===== src/rtl/pir_pkg.sv =====
package pir_pkg;

  localparam int BANK_W    = 32;
  localparam int LINE_W    = $clog2(BANK_W);
  localparam int BANKSEL_W = 2;
  localparam int ID_W      = BANKSEL_W + LINE_W;

  // summary word layout
  localparam int BASIC_LO  = 0;
  localparam int BASIC_N   = 8;
  localparam int CASC1_BIT = 8;
  localparam int CASC2_BIT = 9;
  localparam int SC_LO     = 10;
  localparam int SC1_N     = 5;
  localparam int SC2_N     = 6;
  localparam int SC_N      = SC1_N + SC2_N;
  localparam int SC_IDX_W  = $clog2(SC_N);
  localparam int BASIC_IDX_W = $clog2(BASIC_N);
  localparam int USED_TOP  = SC_LO + SC_N - 1;

  localparam logic [ID_W-1:0] ID_NONE = '1;

  typedef enum logic [2:0] {
    SRC_NONE, SRC_BASIC, SRC_SC, SRC_CASC1, SRC_CASC2, SRC_EMPTY
  } pir_src_e;

  function automatic logic [ID_W-1:0] make_id(input logic [BANKSEL_W-1:0] bank,
                                              input logic [LINE_W-1:0] line);
    return {bank, line};
  endfunction

  // home line of shortcut number k
  function automatic logic [LINE_W-1:0] sc_home_line(input logic [SC_IDX_W-1:0] k);
    logic [LINE_W-1:0] r;
    case (k)
      4'd0:    r = 5'd7;
      4'd1:    r = 5'd9;
      4'd2:    r = 5'd10;
      4'd3:    r = 5'd18;
      4'd4:    r = 5'd19;
      4'd5:    r = 5'd21;
      4'd6:    r = 5'd22;
      4'd7:    r = 5'd23;
      4'd8:    r = 5'd24;
      4'd9:    r = 5'd25;
      4'd10:   r = 5'd30;
      default: r = '1;
    endcase
    return r;
  endfunction

  function automatic logic [BANKSEL_W-1:0] sc_home_bank(input logic [SC_IDX_W-1:0] k);
    return (int'(k) < SC1_N) ? 2'd1 : 2'd2;
  endfunction

endpackage


===== src/rtl/pir_lsb_find.sv =====
module pir_lsb_find #(
  parameter int W  = 8,
  localparam int IW = (W > 1) ? $clog2(W) : 1
) (
  input  logic [W-1:0]  vec,
  output logic          hit,
  output logic [IW-1:0] idx
);
  always_comb begin
    hit = 1'b0;
    idx = '0;
    for (int i = W - 1; i >= 0; i--) begin
      if (vec[i]) begin
        hit = 1'b1;
        idx = IW'(i);
      end
    end
  end
endmodule


===== src/rtl/pir_shortcut_map.sv =====
module pir_shortcut_map
  import pir_pkg::*;
(
  input  logic [SC_IDX_W-1:0]  sc_idx,
  output logic [BANKSEL_W-1:0] home_bank,
  output logic [LINE_W-1:0]    home_line
);
  assign home_bank = sc_home_bank(sc_idx);
  assign home_line = sc_home_line(sc_idx);
endmodule


===== src/rtl/pir_select.sv =====
module pir_select
  import pir_pkg::*;
(
  input  logic                   basic_hit,
  input  logic [BASIC_IDX_W-1:0] basic_idx,
  input  logic                   sc_hit,
  input  logic [BANKSEL_W-1:0]   sc_bank,
  input  logic [LINE_W-1:0]      sc_line,
  input  logic                   casc1,
  input  logic                   casc2,
  input  logic                   b1_hit,
  input  logic [LINE_W-1:0]      b1_idx,
  input  logic                   b2_hit,
  input  logic [LINE_W-1:0]      b2_idx,
  output pir_src_e               src,
  output logic                   nxt_valid,
  output logic [ID_W-1:0]        nxt_id
);
  always_comb begin
    src       = SRC_NONE;
    nxt_valid = 1'b0;
    nxt_id    = ID_NONE;
    if (basic_hit) begin
      src       = SRC_BASIC;
      nxt_valid = 1'b1;
      nxt_id    = make_id(2'd0, LINE_W'(basic_idx));
    end else if (sc_hit) begin
      src       = SRC_SC;
      nxt_valid = 1'b1;
      nxt_id    = make_id(sc_bank, sc_line);
    end else if (casc1) begin
      if (b1_hit) begin
        src       = SRC_CASC1;
        nxt_valid = 1'b1;
        nxt_id    = make_id(2'd1, b1_idx);
      end else begin
        src = SRC_EMPTY;
      end
    end else if (casc2) begin
      if (b2_hit) begin
        src       = SRC_CASC2;
        nxt_valid = 1'b1;
        nxt_id    = make_id(2'd2, b2_idx);
      end else begin
        src = SRC_EMPTY;
      end
    end
  end
endmodule


===== src/rtl/pir_resolver.sv =====
module pir_resolver
  import pir_pkg::*;
#(
  parameter int SUM_W = 32
) (
  input  logic              clk,
  input  logic              rst,
  input  logic [SUM_W-1:0]  sum_word,
  input  logic [BANK_W-1:0] bank1_word,
  input  logic [BANK_W-1:0] bank2_word,
  output logic [ID_W-1:0]   irq_id,
  output logic              irq_valid
);
  localparam int NBANK = 2;

  // named internal events
  logic                   basic_hit;
  logic [BASIC_IDX_W-1:0] basic_idx;
  logic                   sc_hit;
  logic [SC_IDX_W-1:0]    sc_idx;
  logic [BANKSEL_W-1:0]   sc_bank;
  logic [LINE_W-1:0]      sc_line;
  logic [NBANK-1:0]       bank_hit;
  logic [LINE_W-1:0]      bank_idx [NBANK];
  pir_src_e               win_src;
  logic                   nxt_valid;
  logic [ID_W-1:0]        nxt_id;
  logic                   unused_hi;

  assign unused_hi = ^sum_word[SUM_W-1:USED_TOP+1];

  pir_lsb_find #(.W(BASIC_N)) u_basic (
    .vec (sum_word[BASIC_LO +: BASIC_N]),
    .hit (basic_hit),
    .idx (basic_idx)
  );

  pir_lsb_find #(.W(SC_N)) u_sc (
    .vec (sum_word[SC_LO +: SC_N]),
    .hit (sc_hit),
    .idx (sc_idx)
  );

  pir_shortcut_map u_map (
    .sc_idx    (sc_idx),
    .home_bank (sc_bank),
    .home_line (sc_line)
  );

  for (genvar b = 0; b < NBANK; b++) begin : g_bank
    logic [BANK_W-1:0] word;
    assign word = (b == 0) ? bank1_word : bank2_word;
    pir_lsb_find #(.W(BANK_W)) u_bank (
      .vec (word),
      .hit (bank_hit[b]),
      .idx (bank_idx[b])
    );
  end

  pir_select u_sel (
    .basic_hit (basic_hit),
    .basic_idx (basic_idx),
    .sc_hit    (sc_hit),
    .sc_bank   (sc_bank),
    .sc_line   (sc_line),
    .casc1     (sum_word[CASC1_BIT]),
    .casc2     (sum_word[CASC2_BIT]),
    .b1_hit    (bank_hit[0]),
    .b1_idx    (bank_idx[0]),
    .b2_hit    (bank_hit[1]),
    .b2_idx    (bank_idx[1]),
    .src       (win_src),
    .nxt_valid (nxt_valid),
    .nxt_id    (nxt_id)
  );

  always_ff @(posedge clk) begin
    if (rst) begin
      irq_valid <= 1'b0;
      irq_id    <= ID_NONE;
    end else begin
      irq_valid <= nxt_valid;
      irq_id    <= nxt_id;
    end
  end

  // reset result
  a_r1_reset_invalid: assert property (@(posedge clk)
    $past(rst) |-> (!irq_valid && irq_id == ID_NONE));

  // an invalid result always carries the all-ones identifier
  a_r4_invalid_ones: assert property (@(posedge clk) disable iff (rst)
    !irq_valid |-> irq_id == ID_NONE);

  // bank field of a valid identifier never exceeds 2
  a_r2_bank_range: assert property (@(posedge clk) disable iff (rst)
    irq_valid |-> irq_id[ID_W-1 -: BANKSEL_W] != 2'd3);

  // any basic bit gives a bank 0 result one cycle later
  a_r5_basic_wins: assert property (@(posedge clk) disable iff (rst)
    (!$past(rst) && $past(|sum_word[BASIC_LO +: BASIC_N]))
      |-> (irq_valid && irq_id[ID_W-1 -: BANKSEL_W] == 2'd0));

  // bank 1 shortcut without basic bits gives bank 1
  a_r6_sc1_bank: assert property (@(posedge clk) disable iff (rst)
    (!$past(rst) && $past(sum_word[BASIC_LO +: BASIC_N] == '0)
      && $past(|sum_word[SC_LO +: SC1_N]))
      |-> (irq_valid && irq_id[ID_W-1 -: BANKSEL_W] == 2'd1));

  // winning cascade 1 with empty bank 1 word is invalid
  a_r10_empty_casc: assert property (@(posedge clk) disable iff (rst)
    (!$past(rst) && $past(sum_word[BASIC_LO +: BASIC_N] == '0)
      && $past(sum_word[SC_LO +: SC_N] == '0) && $past(sum_word[CASC1_BIT])
      && $past(bank1_word == '0))
      |-> !irq_valid);

  // with nothing below bit 21 set, the result is invalid
  a_r3_high_ignored: assert property (@(posedge clk) disable iff (rst)
    (!$past(rst) && $past(sum_word[USED_TOP:0] == '0)) |-> !irq_valid);

endmodule


===== config.mk =====
export PLATFORM = sky130hd
export DESIGN_NAME = pir_resolver
export DESIGN_NICKNAME = d
export VERILOG_FILES = /design/src/rtl/pir_pkg.sv /design/src/rtl/pir_lsb_find.sv /design/src/rtl/pir_shortcut_map.sv /design/src/rtl/pir_select.sv /design/src/rtl/pir_resolver.sv
export SDC_FILE = /design/constraint.sdc
export NUM_CORES = 1
export LEC_CHECK = 0
export ABC_AREA = 1
export CAP_MARGIN = 20
export CORE_MARGIN = 1.5
export CORE_UTILIZATION = 35
export CTS_CLUSTER_DIAMETER = 120
export CTS_CLUSTER_SIZE = 40
export DETAILED_ROUTE_END_ITERATION = 7
export GPL_ROUTABILITY_DRIVEN = 0
export MAX_ROUTING_LAYER = met4
export PLACE_DENSITY = 0.87
export SYNTH_ARGS = -nofsm -noshare
export SYNTH_HDL_FRONTEND = slang
export SYNTH_SLANG_ARGS = --single-unit

===== constraint.sdc =====
create_clock -name clk -period 3.2 [get_ports clk]
set_input_delay 0.64 -clock clk [delete_from_list [all_inputs] [get_ports clk]]
set_output_delay 0.64 -clock clk [all_outputs]
set_load 0.05 [all_outputs]

**Yosys cells after proc, flatten, opt, wreduce, memory -nomap -nowiden**

Memory sizes are Yosys's and may differ from the RTL's.
Cells that the tools add are included.

- Register bits after elaboration: 8
- Latch bits: 0
- Memory bits (writable): 0
- Bits in read-only memories: 80
- Output and inout port bits: 8
- Logic and storage cells: 183
- Memories: 1

Memories:

| name | words | width | read ports | clocked after Yosys merged registers in | write ports | RTL line | source |
|---|---|---|---|---|---|---|---|
| (name not given) | 16 | 5 | 1 | 0 | 0 | pir_pkg.sv:35 | `case (k)` |

- $add $sub $neg: 0
- Multipliers: 0
- Divide/modulo/power cells: 0
- Order comparisons: 1
- Eq/ne operators: 0
- Shift operators: 0
- Muxes and demuxes: 179
- Bitwise operators: 0
- Reductions and logical operators: 0

Operators by type and width:

| kind | number |
|---|---|
| $mux 5 | 64 |
| $mux 1 | 89 |
| $mux 4 | 11 |
| $mux 7 | 5 |
| $mux 3 | 8 |
| $mux 6 | 1 |
| $lt 4x3->1 const B | 1 |
| $mux 2 | 1 |

**Depth between registers and ports, before layout**

Gate-level depths: netlist of the first run.

- Depth in word-level cells: 37
- Mapped depth: 37
- Mapped depth without buffers: 37

**Modules after synthesis**

From an unflattened synthesis of the first run, not the netlist that was laid out.

- Cells, all modules: 378
- Area total of the unflattened synthesis: 1773.0 µm²

Modules (own cells, without submodules):

| module | times used | cells each | area an instance (µm²) | sequential area each (µm²) |
|---|---|---|---|---|
| pir_lsb_find (g_bank[0].u_bank ...) | 2 | 107 | 442.9 | 0.0 |
| pir_select | 1 | 56 | 252.7 | 0.0 |
| pir_resolver | 1 | 25 | 226.5 | 160.2 |
| pir_shortcut_map | 1 | 30 | 161.4 | 0.0 |
| pir_lsb_find (u_sc) | 1 | 31 | 147.6 | 0.0 |
| pir_lsb_find (u_basic) | 1 | 22 | 98.8 | 0.0 |

**Least setup slack after synthesis of the first run**

OpenSTA, ideal clock, no wires.

- Path kind: in2reg
- Start point: input port bank2_word[30]
- End point: register irq_id[0]
- Setup time: 0.113 ns
- Arrival: 2.156 ns
- Setup slack: 0.931 ns
- Stages on the path: 37
- Buffers on the path: 0
- Cell sequence: inv_1 nand2_1 nand2_1 nand2_1 nand2_1 nand2_1 nand2_1 nand2_1 nand2_1 nand2_1 nand2_1 nand2_1 nand2_1 nand2_1 nand2_1 nand2_1 nand2_1 nand2_1 nand2_1 nand2_1 nand2_1 nand2_1 nand2_1 nand2_1 nand2_1 nand2_1 nand2_1 nand2_1 nand2_1 nand2_1 nand2_1 nand2_1 nand2_1 nand2_1 nand2_1 nand2_1 nand2_1

- Cells in the longest elaborated chain, start to end: 36

RTL lines:

| what | RTL line | source |
|---|---|---|
| start, declared | pir_resolver.sv:10 | `input logic [BANK_W-1:0] bank2_word,` |
| $mux 5 / $mux 1 (equally long branches) (31 in a row) | pir_lsb_find.sv:13 | `if (vec[i]) begin` |
| $mux 6 (*) | pir_select.sv:40 | `if (b2_hit) begin` |
| $mux 7 (*) | pir_select.sv:39 | `end else if (casc2) begin` |
| $mux 7 (*) | pir_select.sv:31 | `end else if (casc1) begin` |
| $mux 7 (*) | pir_select.sv:27 | `end else if (sc_hit) begin` |
| $mux 7 (*) | pir_select.sv:23 | `if (basic_hit) begin` |
| end signal, assigned | pir_resolver.sv:83 | `irq_id <= nxt_id;` |
| end, declared | pir_resolver.sv:11 | `output logic [ID_W-1:0] irq_id,` |

Every way passes the cells marked *; elsewhere a longest branch is shown, timed or not.
A chain may end at the register's enable or synchronous reset.

**Worst setup path in the final report of the first run**

Ends and elaborated chain as after synthesis.

==> results of run 1 <==
final timing paths:
check / from / endpoint / slack (ns) / depth (start not counted)
worst max-delay path: bank2_word[30] / irq_id[0]$_SDFF_PP1_ / 0.43 / 38
worst min-delay path: rst / irq_valid$_SDFF_PP0_ / 1.03 / 2
cells in the mapped netlist, drive strengths merged (3+ instances only):
cell type | number | area [um2]
o211ai | 3 | 22.5
o31ai | 3 | 22.5
dfxtp | 8 | 160
nor3 | 6 | 30.0
nor4 | 7 | 43.8
nand3 | 12 | 60.1
o21ai | 10 | 50.1
a21oi | 6 | 30.0
nand2 | 115 | 432
inv | 90 | 338
nor2 | 48 | 180
o311ai | 3 | 26.3
ha | 4 | 50.1
registers in the layout (all words and copies together) (netlist names):
signal     cells
irq_id         7
irq_valid      1
metrics by stage:
stage | hold WS [ns] | utilization, % | cell area (um2) | instances | total power, uW
floorplan | 0.709 | - | 1530 | 327 | 218
global placement | 1.25 | 61.8 | 2540 | 472 | 361
detailed placement | 1.25 | 61.8 | 2540 | 472 | 367
CTS | 1.02 | 62.8 | 2580 | 475 | 486
global route | 1.04 | 62.8 | 2580 | 475 | 516
finish | 1.03 | 62.8 | 2580 | 475 | 483
area by class of cell:
cell class / instances / area [um2]
timing repair buffer: 95 / 948
tap: 50 / 62.6
sequential: 8 / 160
clock buffer: 3 / 41.3
fill: 417 / 1530
inverter: 90 / 338
multi-input combinational: 229 / 1030
cell families after synthesis:
logic type | after synthesis | share of synthesized area [%]
compound gates | 33 | 13.7
buf+inv | 90 | 22.1
simple gates | 192 | 50.4
flops | 8 | 10.5
fa+ha+maj | 4 | 3.27
report_power, final:
part / switching (uW) / leakage, uW / internal (uW)
registers: 1.61 / 0.0000675 / 106
clock network: 36.4 / 0.0000216 / 81.2
logic: 116 / 0.00125 / 142
routing by layer:
layer	vias up	global-route usage, %
li1	1197	-
met1	898	20.1
met2	62	33.8
met3	9	1.61
met4	0	7.84
met5	-	-
==> results.ini, run 1 <==
[global_route]
grt_max_degree = 8
grt_pass1_vias = 1965
overflow = 0
antenna_found_initial = 0
track_usage_pct = 18.4
grt_first_pass_wirelength_um = 7400

[timing]
relSlewSlack_pct = 66.0
setup_viol = 0
finalHoldViolCount = 0
fin_setup_tns_ns = 0
fmax_ghz = 0.362
maxSlewViolCount = 0
fin_crit_ns = 2.77
post-route-period-util_pct = 86.4
setup_ws_ns = 0.434
rsz0062_at_grt = no
tightest_slew_ns = 0.509

[place]
post-place-ws_ns = 0.194
io_buffers = 94
place_hpwl_um = 3850

[die]
die_w_um = 69.1
rows = 23
design.core.area_mm2 = 0.00412
die_h_um = 69.1
dieArea_mm2 = 0.00478
io_pins = 106
start_util_pct = 37.2

[clock_tree]
cts-htree-levels = 1
cts-root-buf = clkbuf_8
clockBufferDepth = 2
post_cts_buffers = 0
cts_resized = 0
cts_hold_buf = 0
clkSinkCount = 8
numCtsBuffers = 3
cts.clk_slew.worst_paths_ns = 0.04
tritoncts = built

[worst_setup_path]
cp_max_fo = 2
cp_top_family = simple AND/OR/NAND/NOR gates
cpMostUsedCell = nand2_1
slowest_delay_ns = 0.47
worstSetupEndpointType = register
cp_data_required_time_ns = 3.31
cp-start-kind = input port
path_class = in2reg
crit_buf_inv = 2
critical-path-slowest-cell = clkdlybuf4s50_1
cp.arrival_ns = 2.88

[synth]
ys_async_sr_fraction_pct = 0
ys_seq_area_share_pct = 10.5
synth_edf_count = 0
yosysWarnings = 0
synth_ff_type = dfxtp_1
syn_area_mm2 = 0.00153
syn_nets = 429
synth-seq-cells = 8
syn_area_per_cell_um2 = 4.68
synth.distinct_cells = 25
postSynthCellCount = 327

[finish]
layout_commonest_cell = nand2_1
layout_common_cells = nand2_1, clkdlybuf4s50_1, inv_1
n_antenna_cell = 0
drive_above_1_share_pct = 3.29
syn_to_final_growth_pct = 68.8
nets = 529

[route]
avgRoutedWirePerCell_um = 9.16
wl_um = 4350
drt_iter0_drc = 90
drc = 0
via_per_inst = 4.56
firstDrtPassIters = 4
dr_total_vias = 2166
wl_met1_um = 1940
ant_nets = 0
dr_wl_met3_um = 173
met2_length_um = 2160
highest_layer = met4

[pwr]
peakVddDrop_uv = 69.6
p_leak_uw = 0.00134
cellPowerDensity_mw_per_mm2 = 187

[status]
status = finished, final reports clean

[worst_hold_path]
hp-class = in2reg

[job]
drv_cap = 0

No activity file was read; power rests on OpenSTA's default activity.
==> run 2, diff against run 1 <==
--- a/config.mk
+++ b/config.mk
@@ -6,8 +6,7 @@
 export NUM_CORES = 1
 export LEC_CHECK = 0
 export ABC_AREA = 1
-export CAP_MARGIN = 20
-export CORE_MARGIN = 1.5
+export CORE_MARGIN = 4
 export CORE_UTILIZATION = 35
 export CTS_CLUSTER_DIAMETER = 120
 export CTS_CLUSTER_SIZE = 40
==> run 2 against run 1 <==
Net effect:
- routed wire length increased by 4.2%
- flip-flop and latch count unchanged
- utilization increased by 0.12 points
- sequential share of layout area about the same
- via count decreased by 1.6%
- maximum frequency increased by 0.47%
- non-clock buffer count unchanged
- clock power about the same
- largest power group unchanged
==> results.ini, run 2 (synthesis gave the netlist of run 1 again) <==
[clock_tree]
cts-htree-levels = 1  ; unchanged
tritoncts = built
clockBufferDepth = 2  ; unchanged
post_cts_buffers = 0  ; unchanged
cts-root-buf = clkbuf_8
cts.clk_slew.worst_paths_ns = 0.04  ; about the same
numCtsBuffers = 3  ; unchanged
clkSinkCount = 8  ; unchanged

[place]
io_buffers = 94  ; unchanged
place_hpwl_um = 4080  ; +6.0%
dp_cells = 472  ; unchanged

[route]
avgRoutedWirePerCell_um = 9.54  ; +4.2%
drc = 0  ; unchanged
drt_iter0_drc = 73  ; -19%
dr_total_vias = 2132  ; -1.6%
ant_nets = 0  ; unchanged
wl_um = 4530  ; +4.2%
firstDrtPassIters = 4  ; unchanged
via_per_inst = 4.49  ; -1.6%

[finish]
largest_reg_flops = 7  ; unchanged
nets = 529  ; unchanged
regMostFlops = irq_id
syn_to_final_growth_pct = 69.1
top_regs = irq_id x7, irq_valid x1
finalNonFillerCells = 475  ; unchanged
final_util_pct = 62.9  ; +0.12 points
n_antenna_cell = 0  ; unchanged
layout_commonest_cell = nand2_1
layout_common_cells = nand2_1, clkdlybuf4s50_1, inv_1
drive_above_1_share_pct = 3.76  ; +0.47 points

[timing]
setup_viol = 0  ; unchanged
tightest_slew_ns = 0.507  ; -0.00221 ns
fmax_ghz = 0.363  ; +0.47%
worst_hold_slack_ns = 1.04  ; +0.0113 ns
relSlewSlack_pct = 66.1  ; +0.15 points
post-route-period-util_pct = 86.0  ; -0.40 points
fin_crit_ns = 2.75  ; -0.0129 ns
maxSlewViolCount = 0  ; unchanged
finalHoldViolCount = 0  ; unchanged
fin_setup_tns_ns = 0  ; unchanged
rsz0062_at_grt = no

[global_route]
track_usage_pct = 16.6  ; -1.8 points
grt_pass1_vias = 1944  ; -1.1%
grt_max_degree = 8  ; unchanged
overflow = 0  ; unchanged
antenna_found_initial = 0  ; unchanged
grt_first_pass_wirelength_um = 7420  ; +0.19%

[die]
dieArea_mm2 = 0.00549  ; +15%
die_h_um = 74.1  ; +7.2%
design.core.area_mm2 = 0.00412  ; unchanged
rows = 23  ; unchanged
die_w_um = 74.1  ; +7.2%
start_util_pct = 37.2  ; unchanged
io_pins = 106  ; unchanged

[worst_setup_path]
path_class = in2reg
worstSetupEndpointType = register
cp-start-kind = input port
cp_data_required_time_ns = 3.31  ; about the same
cp_max_fo = 2  ; unchanged
cpMostUsedCell = nand2_1
critical-path-slowest-cell = clkdlybuf4s50_1
slowest_delay_ns = 0.48  ; about the same
cp.arrival_ns = 2.87  ; about the same

[pwr]
cellPowerDensity_mw_per_mm2 = 186  ; -0.50%
p_leak_uw = 0.00134  ; +0.62%
peakVddDrop_uv = 107  ; +54%
power.total_uw = 482  ; -0.31%

[status]
status = finished, final reports clean

[worst_hold_path]
hp-class = in2reg

[job]
drv_cap = 0  ; unchanged

-- run 2: layout make-up --
| cell class | count | area [um2] |
|---|---|---|
| Fill cell | 397 | 1530 |
| Multi-Input combinational cell | 229 | 1030 |
| Timing Repair Buffer | 95 | 951 |
| Inverter | 90 | 338 |
| Sequential cell | 8 | 160 |
| Tap cell | 50 | 62.6 |
| Clock buffer | 3 | 41.3 |
-- run 2: worst max-delay path, delay by kind of cell --
kind	cells	cell delay [ns]
buffers and inverters	2	0.52
and+or+nand+nor	36	1.70
-- run 2: through the flow --
stage,setup WS [ns],area (um2)
CTS,0.441,2580
global route,0.00505,2590
global placement,0.241,2540
finish,0.447,2590
floorplan,0.931,1530
detailed placement,0.206,2540
-- run 2: path summary, 6_finish.rpt --
check / startpoint / to / cells after the start
max: bank2_word[30] / irq_id[0]$_SDFF_PP1_ / 38
min: rst / irq_valid$_SDFF_PP0_ / 2
-- run 2: power breakdown --
| part | internal [uW] | switching (uW) | leakage (uW) |
|---|---|---|---|
| logic | 142 | 116 | 0.00126 |
| clock network | 81.1 | 34.8 | 0.0000216 |
| registers | 106 | 1.70 | 0.0000675 |
-- run 2: repair_timing --
item / in CTS / in global routing
hold buffers: 0 / 0
endpoints found under the setup margin: 0 / 1
gates resized for setup: 0 / 3
-- run 2: metal layers --
metal / up-vias / share of wire [%] / global-route usage (%)
met2: 60 / 51 / 32.4
li1: 1194 / - / -
met1: 876 / 43 / 18.7
met4: 0 / 0.15 / 2.62
met5: - / 0 / -
met3: 2 / 6.1 / 0.811
